[src/rtl/poh_pkg.sv]
`timescale 1ns/1ps
package poh_pkg;
  localparam int BW    = 8;
  localparam int NSLOT = 7;
  localparam int CTLW  = NSLOT + 1;

  localparam logic [3:0] POS_J1 = 4'd0;
  localparam logic [3:0] POS_B3 = 4'd1;
  localparam logic [3:0] POS_C2 = 4'd2;
  localparam logic [3:0] POS_G1 = 4'd3;
  localparam logic [3:0] POS_N1 = 4'd8;
  localparam logic [3:0] POS_H1 = 4'd9;
  localparam logic [3:0] POS_H2 = 4'd10;
  localparam logic [3:0] POS_H3 = 4'd11;

  // clamp of the B3 error count into the 4-bit REI field
  function automatic logic [3:0] rei_of(input logic [3:0] cnt, input logic [3:0] lim);
    rei_of = (cnt > lim) ? lim : cnt;
  endfunction

  function automatic logic is_slot(input logic [3:0] pos);
    is_slot = (pos >= POS_C2) && (pos <= POS_N1);
  endfunction

  function automatic logic [2:0] slot_of(input logic [3:0] pos);
    logic [3:0] d;
    d = pos - POS_C2;
    slot_of = d[2:0];
  endfunction

  function automatic logic [BW-1:0] slot_default(input int s, input logic [BW-1:0] c2_def);
    slot_default = (s == 0) ? c2_def : '0;
  endfunction
endpackage

[src/rtl/poh_j1_trace.sv]
`timescale 1ns/1ps
module poh_j1_trace #(
  parameter int DEPTH = 64,
  parameter int W     = 8,
  localparam int IW   = $clog2(DEPTH)
) (
  input  logic               clk,
  input  logic               rst_n,
  input  logic               frame_start,
  input  logic               j1_ctl,
  input  logic [DEPTH*W-1:0] trace,
  output logic [W-1:0]       trace_byte,
  output logic [IW-1:0]      idx,
  output logic               restart
);
  localparam logic [IW-1:0] LAST = IW'(DEPTH - 1);

  logic ctl_q;

  assign restart    = j1_ctl & ~ctl_q;
  assign trace_byte = trace[int'(idx)*W +: W];

  always_ff @(posedge clk) begin
    if (!rst_n) begin
      ctl_q <= 1'b0;
      idx   <= '0;
    end else begin
      ctl_q <= j1_ctl;
      if (restart)
        idx <= '0;
      else if (frame_start)
        idx <= (idx == LAST) ? '0 : idx + 1'b1;
    end
  end
endmodule

[src/rtl/poh_src_sel.sv]
`timescale 1ns/1ps
module poh_src_sel
  import poh_pkg::*;
#(
  parameter logic [BW-1:0] C2_DEF = 8'h01,
  parameter logic [BW-1:0] J1_DEF = 8'h00
) (
  input  logic [3:0]          pos,
  input  logic [CTLW-1:0]     ins_ctl,
  input  logic [NSLOT*BW-1:0] reg_vals,
  input  logic                oac_en,
  input  logic [BW-1:0]       oac_byte,
  input  logic [BW-1:0]       trace_byte,
  output logic [BW-1:0]       j1_byte,
  output logic [BW-1:0]       slot_byte
);
  logic [BW-1:0] cand [NSLOT];

  for (genvar s = 0; s < NSLOT; s++) begin : g_slot
    assign cand[s] = ins_ctl[s+1] ? reg_vals[s*BW +: BW]
                   : (oac_en ? oac_byte : slot_default(s, C2_DEF));
  end

  assign j1_byte = ins_ctl[0] ? trace_byte : (oac_en ? oac_byte : J1_DEF);

  always_comb begin
    slot_byte = '0;
    if (is_slot(pos) && (int'(slot_of(pos)) < NSLOT))
      slot_byte = cand[slot_of(pos)];
  end
endmodule

[src/rtl/poh_rei_merge.sv]
`timescale 1ns/1ps
module poh_rei_merge
  import poh_pkg::*;
#(
  parameter logic [3:0] REI_MAX = 4'd8
) (
  input  logic [BW-1:0] g1_src,
  input  logic [3:0]    err_cnt,
  input  logic          inhibit,
  output logic [BW-1:0] g1_out
);
  assign g1_out = inhibit ? g1_src : {rei_of(err_cnt, REI_MAX), g1_src[3:0]};
endmodule

[src/rtl/poh_inserter.sv]
`timescale 1ns/1ps
module poh_inserter
  import poh_pkg::*;
#(
  parameter int          NPORT    = 3,
  parameter int          SEL_PORT = 0,
  parameter int          TDEPTH   = 64,
  parameter logic [7:0]  H1_FIX   = 8'h6A,
  parameter logic [7:0]  H2_FIX   = 8'h0A,
  parameter logic [7:0]  H3_FIX   = 8'h00,
  localparam int         TIW      = $clog2(TDEPTH),
  localparam int         PSW      = (NPORT > 1) ? $clog2(NPORT) : 1
) (
  input  logic                      clk,
  input  logic                      rst_n,
  input  logic [BW-1:0]             in_byte,
  input  logic                      in_oh_valid,
  input  logic [3:0]                in_oh_pos,
  input  logic                      in_frame_start,
  input  logic                      oac_en,
  input  logic [BW-1:0]             oac_byte,
  input  logic [3:0]                rx_b3_err_cnt,
  input  logic [NPORT*CTLW-1:0]     cfg_ins,
  input  logic [NPORT-1:0]          cfg_thru,
  input  logic [NPORT-1:0]          cfg_rei_inh,
  input  logic [NPORT*NSLOT*BW-1:0] cfg_vals,
  input  logic [TDEPTH*BW-1:0]      cfg_j1_trace,
  output logic [BW-1:0]             out_byte,
  output logic                      out_oh_valid,
  output logic [3:0]                out_oh_pos
);
  // port selector for the control set in force (AU-4: one set)
  logic [PSW-1:0]          port_sel;
  logic [CTLW-1:0]         ins_eff;
  logic [NSLOT*BW-1:0]     vals_eff;
  logic                    thru_eff;
  logic                    rei_inh_eff;
  logic [BW-1:0]           trace_byte, j1_byte, slot_byte, g1_merged, next_byte;
  logic [TIW-1:0]          trace_idx;
  logic                    j1_restart;

  assign port_sel    = PSW'(SEL_PORT);
  assign ins_eff     = cfg_ins[int'(port_sel)*CTLW +: CTLW];
  assign vals_eff    = cfg_vals[int'(port_sel)*NSLOT*BW +: NSLOT*BW];
  assign thru_eff    = cfg_thru[port_sel];
  assign rei_inh_eff = cfg_rei_inh[port_sel];

  poh_j1_trace #(.DEPTH(TDEPTH), .W(BW)) u_trace (
    .clk         (clk),
    .rst_n       (rst_n),
    .frame_start (in_frame_start),
    .j1_ctl      (ins_eff[0]),
    .trace       (cfg_j1_trace),
    .trace_byte  (trace_byte),
    .idx         (trace_idx),
    .restart     (j1_restart)
  );

  poh_src_sel u_sel (
    .pos        (in_oh_pos),
    .ins_ctl    (ins_eff),
    .reg_vals   (vals_eff),
    .oac_en     (oac_en),
    .oac_byte   (oac_byte),
    .trace_byte (trace_byte),
    .j1_byte    (j1_byte),
    .slot_byte  (slot_byte)
  );

  poh_rei_merge u_rei (
    .g1_src  (slot_byte),
    .err_cnt (rx_b3_err_cnt),
    .inhibit (rei_inh_eff),
    .g1_out  (g1_merged)
  );

  always_comb begin
    next_byte = in_byte;
    if (in_oh_valid && !thru_eff) begin
      case (in_oh_pos)
        POS_J1:  next_byte = j1_byte;
        POS_G1:  next_byte = g1_merged;
        POS_H1:  next_byte = H1_FIX;
        POS_H2:  next_byte = H2_FIX;
        POS_H3:  next_byte = H3_FIX;
        default: if (is_slot(in_oh_pos)) next_byte = slot_byte;
      endcase
    end
  end

  always_ff @(posedge clk) begin
    if (!rst_n) begin
      out_byte     <= '0;
      out_oh_valid <= 1'b0;
      out_oh_pos   <= '0;
    end else begin
      out_byte     <= next_byte;
      out_oh_valid <= in_oh_valid;
      out_oh_pos   <= in_oh_pos;
    end
  end
endmodule

[config.mk]
export PLATFORM = sky130hd
export DESIGN_NAME = poh_inserter
export DESIGN_NICKNAME = d
export VERILOG_FILES = /design/src/rtl/poh_pkg.sv /design/src/rtl/poh_j1_trace.sv /design/src/rtl/poh_src_sel.sv /design/src/rtl/poh_rei_merge.sv /design/src/rtl/poh_inserter.sv
export SDC_FILE = /design/constraint.sdc
export NUM_CORES = 1
export LEC_CHECK = 0
export BUFFER_PORTS_ARGS = -buffer_cell sky130_fd_sc_hd__buf_2
export CAP_MARGIN = 30
export CORE_AREA = 2 2 289 291
export CTS_CLUSTER_DIAMETER = 120
export DETAILED_ROUTE_END_ITERATION = 8
export DIE_AREA = 0 0 291 293
export MAX_ROUTING_LAYER = met4
export PLACE_DENSITY = 0.36
export SLEW_MARGIN = 30
export SYNTH_ARGS = -nofsm -noshare
export SYNTH_HDL_FRONTEND = slang
export SYNTH_HIERARCHICAL = 1
export SYNTH_SLANG_ARGS = --single-unit
[constraint.sdc]
create_clock -name clk -period 3.6 [get_ports clk]
set_input_delay 0.72 -clock clk [delete_from_list [all_inputs] [get_ports clk]]
set_output_delay 0.72 -clock clk [all_outputs]
set_load 0.05 [all_outputs]
# Word-level counts from Yosys, hierarchy flattened

Index checks and enable logic that the tools add are counted.

Magnitude comparators: 5
Multiplexer cells: 20
Add/subtract/negate cells: 2
Multipliers: 0
Bitwise operators: 4
Reductions and logical operators: 6
Shift-type cells: 1
Div/mod/pow operators: 0
Eq/ne operators: 5

Operators by type and width:

| kind                  | count |
|---|---|
| $shiftx A512 B10 Y8   | 1 |
| $mux W8               | 16 |
| $pmux W8 S5           | 1 |
| $bmux W8 S3           | 1 |
| $eq A4 B4 Y1 const B  | 3 |
| $add A6 B1 Y6 const B | 1 |
| $eq A6 B6 Y1 const B  | 1 |
| $mux W6               | 1 |
| $eq A4 B2 Y1 const B  | 1 |
| $ge A4 B2 Y1 const B  | 1 |
| $ge A4 B4 Y1 const B  | 1 |
| $gt A4 B4 Y1 const B  | 1 |
| $le A4 B4 Y1 const B  | 1 |
| $logic_not A4 Y1      | 1 |
| $mux W4               | 1 |
| $not A3 Y4            | 1 |
| $logic_and A1 B1 Y1   | 3 |
| $lt A3 B3 Y1 const B  | 1 |
| $sub A3 B2 Y3 const B | 1 |
| $not A1 Y1            | 2 |
| $reduce_or A2 Y1      | 1 |
| $and A1 B1 Y1         | 1 |
| $logic_not A1 Y1      | 1 |

RAM bits: 0
Input bits: 739
Latch bits: 0
Memories: 0
Output and inout port bits: 13
Bits in read-only memories: 0
Flip-flop bits (word level): 20
Logic and storage cells: 48

# Logic depth before layout (Yosys ltp)

Gate-level depths: netlist of run 1.

Depth in word-level cells: 9
Depth in mapped cells: 15
Depth with buffers taken out: 11

# Modules after synthesis

Netlist of run 1, hierarchy kept.

By module, submodules not included:

| module        | area an instance (µm²) | sequential area each (µm²) | times used | cells each |
|---|---|---|---|---|
| poh_j1_trace  | 4383.0                 | 140.1                      | 1          | 372 |
| poh_src_sel   | 1162.4                 | 0.0                        | 1          | 195 |
| poh_inserter  | 883.3                  | 260.2                      | 1          | 104 |
| poh_rei_merge | 87.6                   | 0.0                        | 1          | 13 |

# Worst setup path before layout of run 1

OpenSTA, ideal clock, no wires.

Kind: register to register
Start point: register u_trace.idx[0]
End point: register out_byte[5]
Cell stages (with the launch flop): 12
Arrival time: 2.549 ns
Data required time: 3.468 ns
Path buffers: 2
Path slack: 0.919 ns
Library setup time: 0.132 ns
Period minus slack after synthesis: 2.681 ns
Cells stage by stage: dfxtp_1 -> buf_6 -> buf_2 -> mux4_2 -> o22ai_1 -> nor3_1 -> or4_1 -> nand2_1 -> o21ai_0 -> a22o_1 -> a221oi_1 -> a31oi_1

Cells in the longest elaborated chain, start to end: 4

RTL lines:

| element                | RTL line           | RTL |
|---|---|---|
| start, declared        | poh_j1_trace.sv:13 | `output logic [IW-1:0] idx,` |
| start signal, assigned | poh_j1_trace.sv:32 | `idx <= (idx == LAST) ? '0 : idx + 1'b1;` |
| $shiftx A512 B10 Y8    | poh_j1_trace.sv:21 | `assign trace_byte = trace[int'(idx)*W +: W];` |
| via trace_byte[5]      | poh_inserter.sv:38 | `logic [BW-1:0] trace_byte, j1_byte, slot_byte, g1_merged, next_byte;` |
| $mux W8                | poh_src_sel.sv:24  | `assign j1_byte = ins_ctl[0] ? trace_byte : (oac_en ? oac_byte : J1_DEF);` |
| via j1_byte[5]         | poh_inserter.sv:38 |  |
| $pmux W8 S5            | poh_inserter.sv:80 | `case (in_oh_pos)` |
| $mux W8                | poh_inserter.sv:79 | `if (in_oh_valid && !thru_eff) begin` |
| end signal, assigned   | poh_inserter.sv:97 | `out_byte <= next_byte;` |
| end, declared          | poh_inserter.sv:28 | `output logic [BW-1:0] out_byte,` |

The timed path passes the listed nets, and every way through them passes these cells.
A chain may end at the register's enable or synchronous reset.

# Worst setup path after layout of run 1

Ends and elaborated chain as after synthesis.

==> results.cfg, run 1 <==
[global_routing]
grt_remaining_overflow = 0
grt_start_max_net_pins = 35
antenna_found_initial = 39
grt_pass1_vias = 10000
grt_pass1_wl_um = 74300
grt_usage_pct = 12.5

[critical_path]
crit_fanout = 20
ff2ff_path_depth = 12
cp-endpoint = out_byte[5]
critPathMaxStageDelay_ps = 560
cp-end-kind = flop
crit_start = u_trace/idx[0]
arrival_ps = 3570
rr_endpoint = out_byte[5]
crit_type = reg2reg
crit_top_cell = buf_4
reg2reg_setup_slack_ps = 160
reg2reg_from = u_trace/idx[0]
start_kind = flop
crit_chain = buf_12, mux4_2, mux2i_2, buf_4, o41ai_1, or4_1, buf_4, nand2_1, o21ai_0, a22o_1, a221oi_1, a31oi_1
crit_slowest_cell = mux4_2
cp.required_ps = 3730

[worst_hold_path]
hold_path_class = reg2reg

[synth]
synth_area_per_cell_um2 = 9.53
synth_edf_count = 0
syn_inst = 684
synth_nets = 1426
synth_cell_types = 58
synth_seq_cells = 20
synth_fa_ha_area_share_pct = 0.576
synth_top_area_share_pct = 37.3
synth_top_area_cell = mux4_2
synth_top_family_by_area = multiplexers
synthesis.area_um2 = 6520
synth.area.mux_share_pct = 45.4
synth-xor-area-share_pct = 0.806
async_reset_ff_share_pct = 0
synth-compound-area-share_pct = 25.5
synthTopCellsByArea = mux4_2 37%, mux2i_1 7.7%, dfxtp_1 6.1%
synthFlopType = dfxtp_1
yosysWarnings = 6
synth_seq_area_share_pct = 6.14
synthSimpleGateAreaFrac_pct = 13.0

[routing]
drt_wl_total_um = 54200
ant_nets = 0
vias = 9100
drt-initial-drc-count = 416
drc = 0
wl_per_cell_um = 22.7
firstDrtPassIters = 5
post_drt_via_cell_ratio = 3.81

[placed_design]
port_buffers = 619
placed_cells_incl_taps = 2370
globalplace.congestion = 0.891
hpwl_um = 48700
dp_slack_ps = -137

[clocking]
cts_tree = built
cts_hold_buf = 0
root_buffer = clkbuf_16
clock_path_buffers = 2
clk_latency_ps = 270
htreeDepth = 1
post_cts_resized = 1
clk_pin_slew_ps = 60
clock_sinks = 20
numCtsBuffers = 3
postCtsSetupBuffers = 0

[sta]
setup_viol = 0
finalHoldViolCount = 0
relSlewSlack_pct = 53.9
fin_setup_tns_ps = 0
rsz0062_at_grt = no
fmax_mhz = 291
maxSlewViolCount = 0
skew_ps = 3.81
tightestPinTransition_ps = 672
postLayoutSetupSlackWorst_ps = 160
fin_crit_sh_pct = 95.6
post-route-min-period_ps = 3440

[die]
coreArea_um2 = 81800
dieArea_um2 = 85300
die_x_um = 291
rows = 105
start_util_pct = 7.96
die_y_um = 293
pin_count = 752

[pwr]
pwr-share-comb_pct = 68.6
peakVddDrop_mv = 0.134
clkPwrFrac_pct = 17.4
p_sw_mw = 0.677
pwr-share-seq_pct = 14.0
powerDensity_nw_per_um2 = 152
total_power_mw = 1.71
intPower_mw = 1.03
p_leak_nw = 4.58
swShare_pct = 39.6

[layout]
drive_gt1_share_pct = 63.8
areaGrowthSynthToFinish_pct = 73.2
multi_input_area_um2 = 5590
fillerInstances = 9479
final_cells = 2388
fin_nets = 2047
seqCellArea_um2 = 409

[flow_run]
cap_violations = 0

[outcome]
outcome = finished clean
## stage by stage
stage	util (%)	cell area, um2	hold WS, ps
global route	13.8	11300	697
global placement	13.6	11100	698
CTS	13.7	11200	680
finish	13.8	11300	688
detailed placement	13.6	11100	709
floorplan	-	6520	600
## state kept, by name (all words and copies together) (netlist names)
signal         cells
u_trace/ctl_q      1
out_oh_pos         4
out_oh_valid       1
u_trace/idx        6
out_byte           8
## worst max-delay path: cells and delay by family (launching register included)
kind            cells  cell delay (ps)
compound gates      5              900
mux                 2              850
flops               1              380
buf+inv             3              550
simple gates        2              600
## worst min path at each step
| stage | endpoint | slack (ps) | depth (start not counted) | startpoint |
|---|---|---|---|---|
| 4_1_cts | out_oh_valid | 680 | 2 | in_oh_valid |
| 2_1_floorplan | u_trace/idx[4] | 600 | 3 | u_trace/ctl_q |
| 5_1_grt | out_oh_valid | 700 | 2 | in_oh_valid |
| 3_3_place_gp | u_trace/idx[3] | 700 | 2 | u_trace/idx[3] |
| 3_5_place_dp | u_trace/idx[3] | 710 | 2 | u_trace/idx[3] |
| 6_report | u_trace/idx[3] | 690 | 2 | u_trace/idx[3] |
## layer usage
layer	wire, um	global-route usage, %
met2	27900	22.2
met4	1080	2.64
met1	21900	14.8
met3	3380	2.00
met5	0	-
## cells in the final DEF (no fill, tap or decap), types with 9 or more instances in the layout
cell type / n
a21oi_1: 46
a22o_1: 10
a22oi_1: 37
a311oi_1: 18
a31oi_1: 19
and2_1: 9
buf_2: 619
buf_4: 70
dfxtp_1: 17
diode_2: 14
mux2i_1: 48
mux4_2: 108
nand2_1: 73
nand3_1: 17
nor2_1: 21
o211ai_1: 23
o21ai_0: 32
o221ai_1: 9
## kinds of logic after synthesis
kind of cell	Yosys count
AOI/OAI and AO/OA	239
and+or+nand+nor	168
muxes	160
buffers and inverters	88
DFF	20
xor gates and xnor gates	6
adders and majority gates	3
## layout make-up
type / instances / area share (%)
inverters: 7 / 0.233
well taps: 1070 / 11.9
multi-input cells: 576 / 49.6
diodes: 14 / 0.310
repair buffers: 697 / 33.5
clock buffers: 4 / 0.887
flip-flops and latches: 20 / 3.63
## cells in the mapped netlist, types with 5 or more instances
cell	instances
a311oi_1	18
a221oi_1	8
buf_2	24
buf_6	20
a21oi_1	46
a32o_1	6
o21ai_0	32
a31oi_1	19
nor3b_2	6
inv_1	6
a22oi_1	37
nor3_1	5
o22ai_1	8
dfxtp_1	20
buf_4	9
nand2b_1	8
nand3_1	17
mux4_2	108
nor2b_1	5
mux2i_1	50
nand2_1	73
nand3b_1	8
a22o_1	10
o31ai_1	5
nor2_1	22
o211ai_1	23
clkbuf_1	23
o221ai_1	9
and2_1	10
## power by group through the flow
| stage | combinational (mW) | sequential, mW | clock, mW |
|---|---|---|---|
| final | 1.17 | 0.239 | 0.298 |
| after global routing | 1.27 | 0.241 | 0.326 |
| after CTS | 1.20 | 0.240 | 0.315 |
| after detailed placement | 1.19 | 0.245 | 0 |
| after global placement | 1.19 | 0.244 | 0 |
| after floorplan | 0.546 | 0.276 | 0 |
Power figures use the tool's default switching activity.
==> inputs of run 2 (changes only) <==
==> constraint.sdc (replaced) <==
create_clock -name clk -period 3.5 [get_ports clk]
set_input_delay 0.7 -clock clk [delete_from_list [all_inputs] [get_ports clk]]
set_output_delay 0.7 -clock clk [all_outputs]
set_load 0.05 [all_outputs]
==> run 2 against run 1 <==
Compared with the run above:
- register-to-register slack lost 20 ps
- fmax grew 2.3%
- worst setup slack lost 23 ps
- critical path type unchanged
- combinational power grew 4%
- power grew 3.3%
- non-clock buffer count grew 5
- flip-flop and latch count is the same
- sequential share of layout area is essentially flat
- via count is essentially flat
- sequential power grew 3%
- die area is the same
- first-iteration DRC count shrank 16%
==> results.cfg, run 2 (synthesis results as in run 1) <==
[layout]
final_cell_mix = 619 x buf_2, 108 x mux4_2, 73 x nand2_1, 73 x buf_4, 47 x mux2i_1
areaGrowthSynthToFinish_pct = 74.4
fin_nets = 2052
final_common_cell = buf_2
top_register = out_byte
largest_reg_flops = 8
fin_area_um2 = 11400
drive_gt1_share_pct = 64.2
reg_top3 = out_byte (8), u_trace/idx (6), out_oh_pos (4)
fillerInstances = 9487

[routing]
vias = 9093
firstDrtPassIters = 4
drc = 0
drt-initial-drc-count = 348
drt_wl_total_um = 54300
ant_nets = 0
wl_per_cell_um = 22.7
post_drt_via_cell_ratio = 3.80

[die]
start_util_pct = 7.96
dieArea_um2 = 85300
coreArea_um2 = 81800
die_y_um = 293
rows = 105
pin_count = 752
die_x_um = 291

[critical_path]
crit_type = reg2reg
cp.required_ps = 3640
crit_start = u_trace/idx[1]
cp-end-kind = flop
reg2reg_from = u_trace/idx[1]
start_kind = flop
ff2ff_path_depth = 11
arrival_ps = 3500
crit_fanout = 18

[sta]
whs_ps = 659
post-route-min-period_ps = 3360
relSlewSlack_pct = 52.4
fin_crit_sh_pct = 96.1
postLayoutSetupSlackWorst_ps = 137
rsz0062_at_grt = no
fmax_mhz = 297
finalHoldViolCount = 0
maxSlewViolCount = 0
setup_viol = 0
tightestPinTransition_ps = 712
skew_ps = 8.37
fin_setup_tns_ps = 0

[clocking]
post_cts_resized = 2
numCtsBuffers = 3
clk_latency_ps = 270
root_buffer = clkbuf_16
clock_sinks = 20
postCtsSetupBuffers = 0
clock_path_buffers = 2
cts_tree = built
clk_pin_slew_ps = 70
cts_hold_buf = 0
htreeDepth = 1

[worst_hold_path]
hold_start = in_oh_valid
holdPathStages = 2
hold_path_class = in2reg

[placed_design]
dp_slack_ps = -106
placed_area_um2 = 11200
port_buffers = 619
hpwl_um = 49000
globalplace.congestion = 0.893

[global_routing]
grt_usage_pct = 12.4
grt_start_max_net_pins = 40
grt_pass1_wl_um = 73700
antenna_found_initial = 38
grt_pass1_vias = 9933
grt_remaining_overflow = 0

[pwr]
p_leak_nw = 4.62
peakVddDrop_mv = 0.144
powerDensity_nw_per_um2 = 156

[flow_run]
cap_violations = 0

[outcome]
outcome = finished clean
-- run 2: path summary, 6_finish.rpt --
kind,slack (ps),endpoint
max,140,out_byte[5]
max reg2reg,140,out_byte[5]
min,660,out_oh_valid
min reg2reg,750,u_trace/idx[2]
-- run 2: metal layers --
metal	part of all wire [%]	wire length, um	up-vias	track usage (%)
met5	0	0	-	-
met4	2.0	1090	0	2.77
met3	5.5	2970	57	1.98
met2	52	28100	466	22.1
met1	41	22200	4439	14.8
li1	-	-	4131	-
-- run 2: area by class of cell --
type	instances	area (um2)	area share [%]
multi-input combinational	576	5620	49.4
sequential	20	409	3.60
timing repair buffer	702	3840	33.8
tap	1070	1340	11.8
antenna	15	37.5	0.330
clock buffer	4	100	0.881
inverter	7	26.3	0.231
-- run 2: worst max-delay path, stage by stage (launching register included) --
cell and delay (ps):
dfxtp_2 700, mux4_2 430, mux2i_2 250, buf_4 170, o41ai_1 50, or4_1 550
buf_4 190, nand2_1 70, o21ai_0 110, a22o_1 220, a221oi_1 330, a31oi_1 140
-- run 2: where the power goes --
group,total (mW),switching [mW],internal (mW),leakage (nW)
sequential,0.246,0.00785,0.239,0.167
clock,0.305,0.106,0.199,0.0494
combinational,1.22,0.587,0.630,4.40
-- run 2: through the flow --
stage / power (mW) / cells / util, %
finish: 1.77 / 2394 / 13.9
detailed placement: 1.48 / 2375 / 13.7
CTS: 1.80 / 2379 / 13.8
global route: 1.89 / 2394 / 13.9
floorplan: 0.845 / 684 / -
global placement: 1.47 / 2375 / 13.7
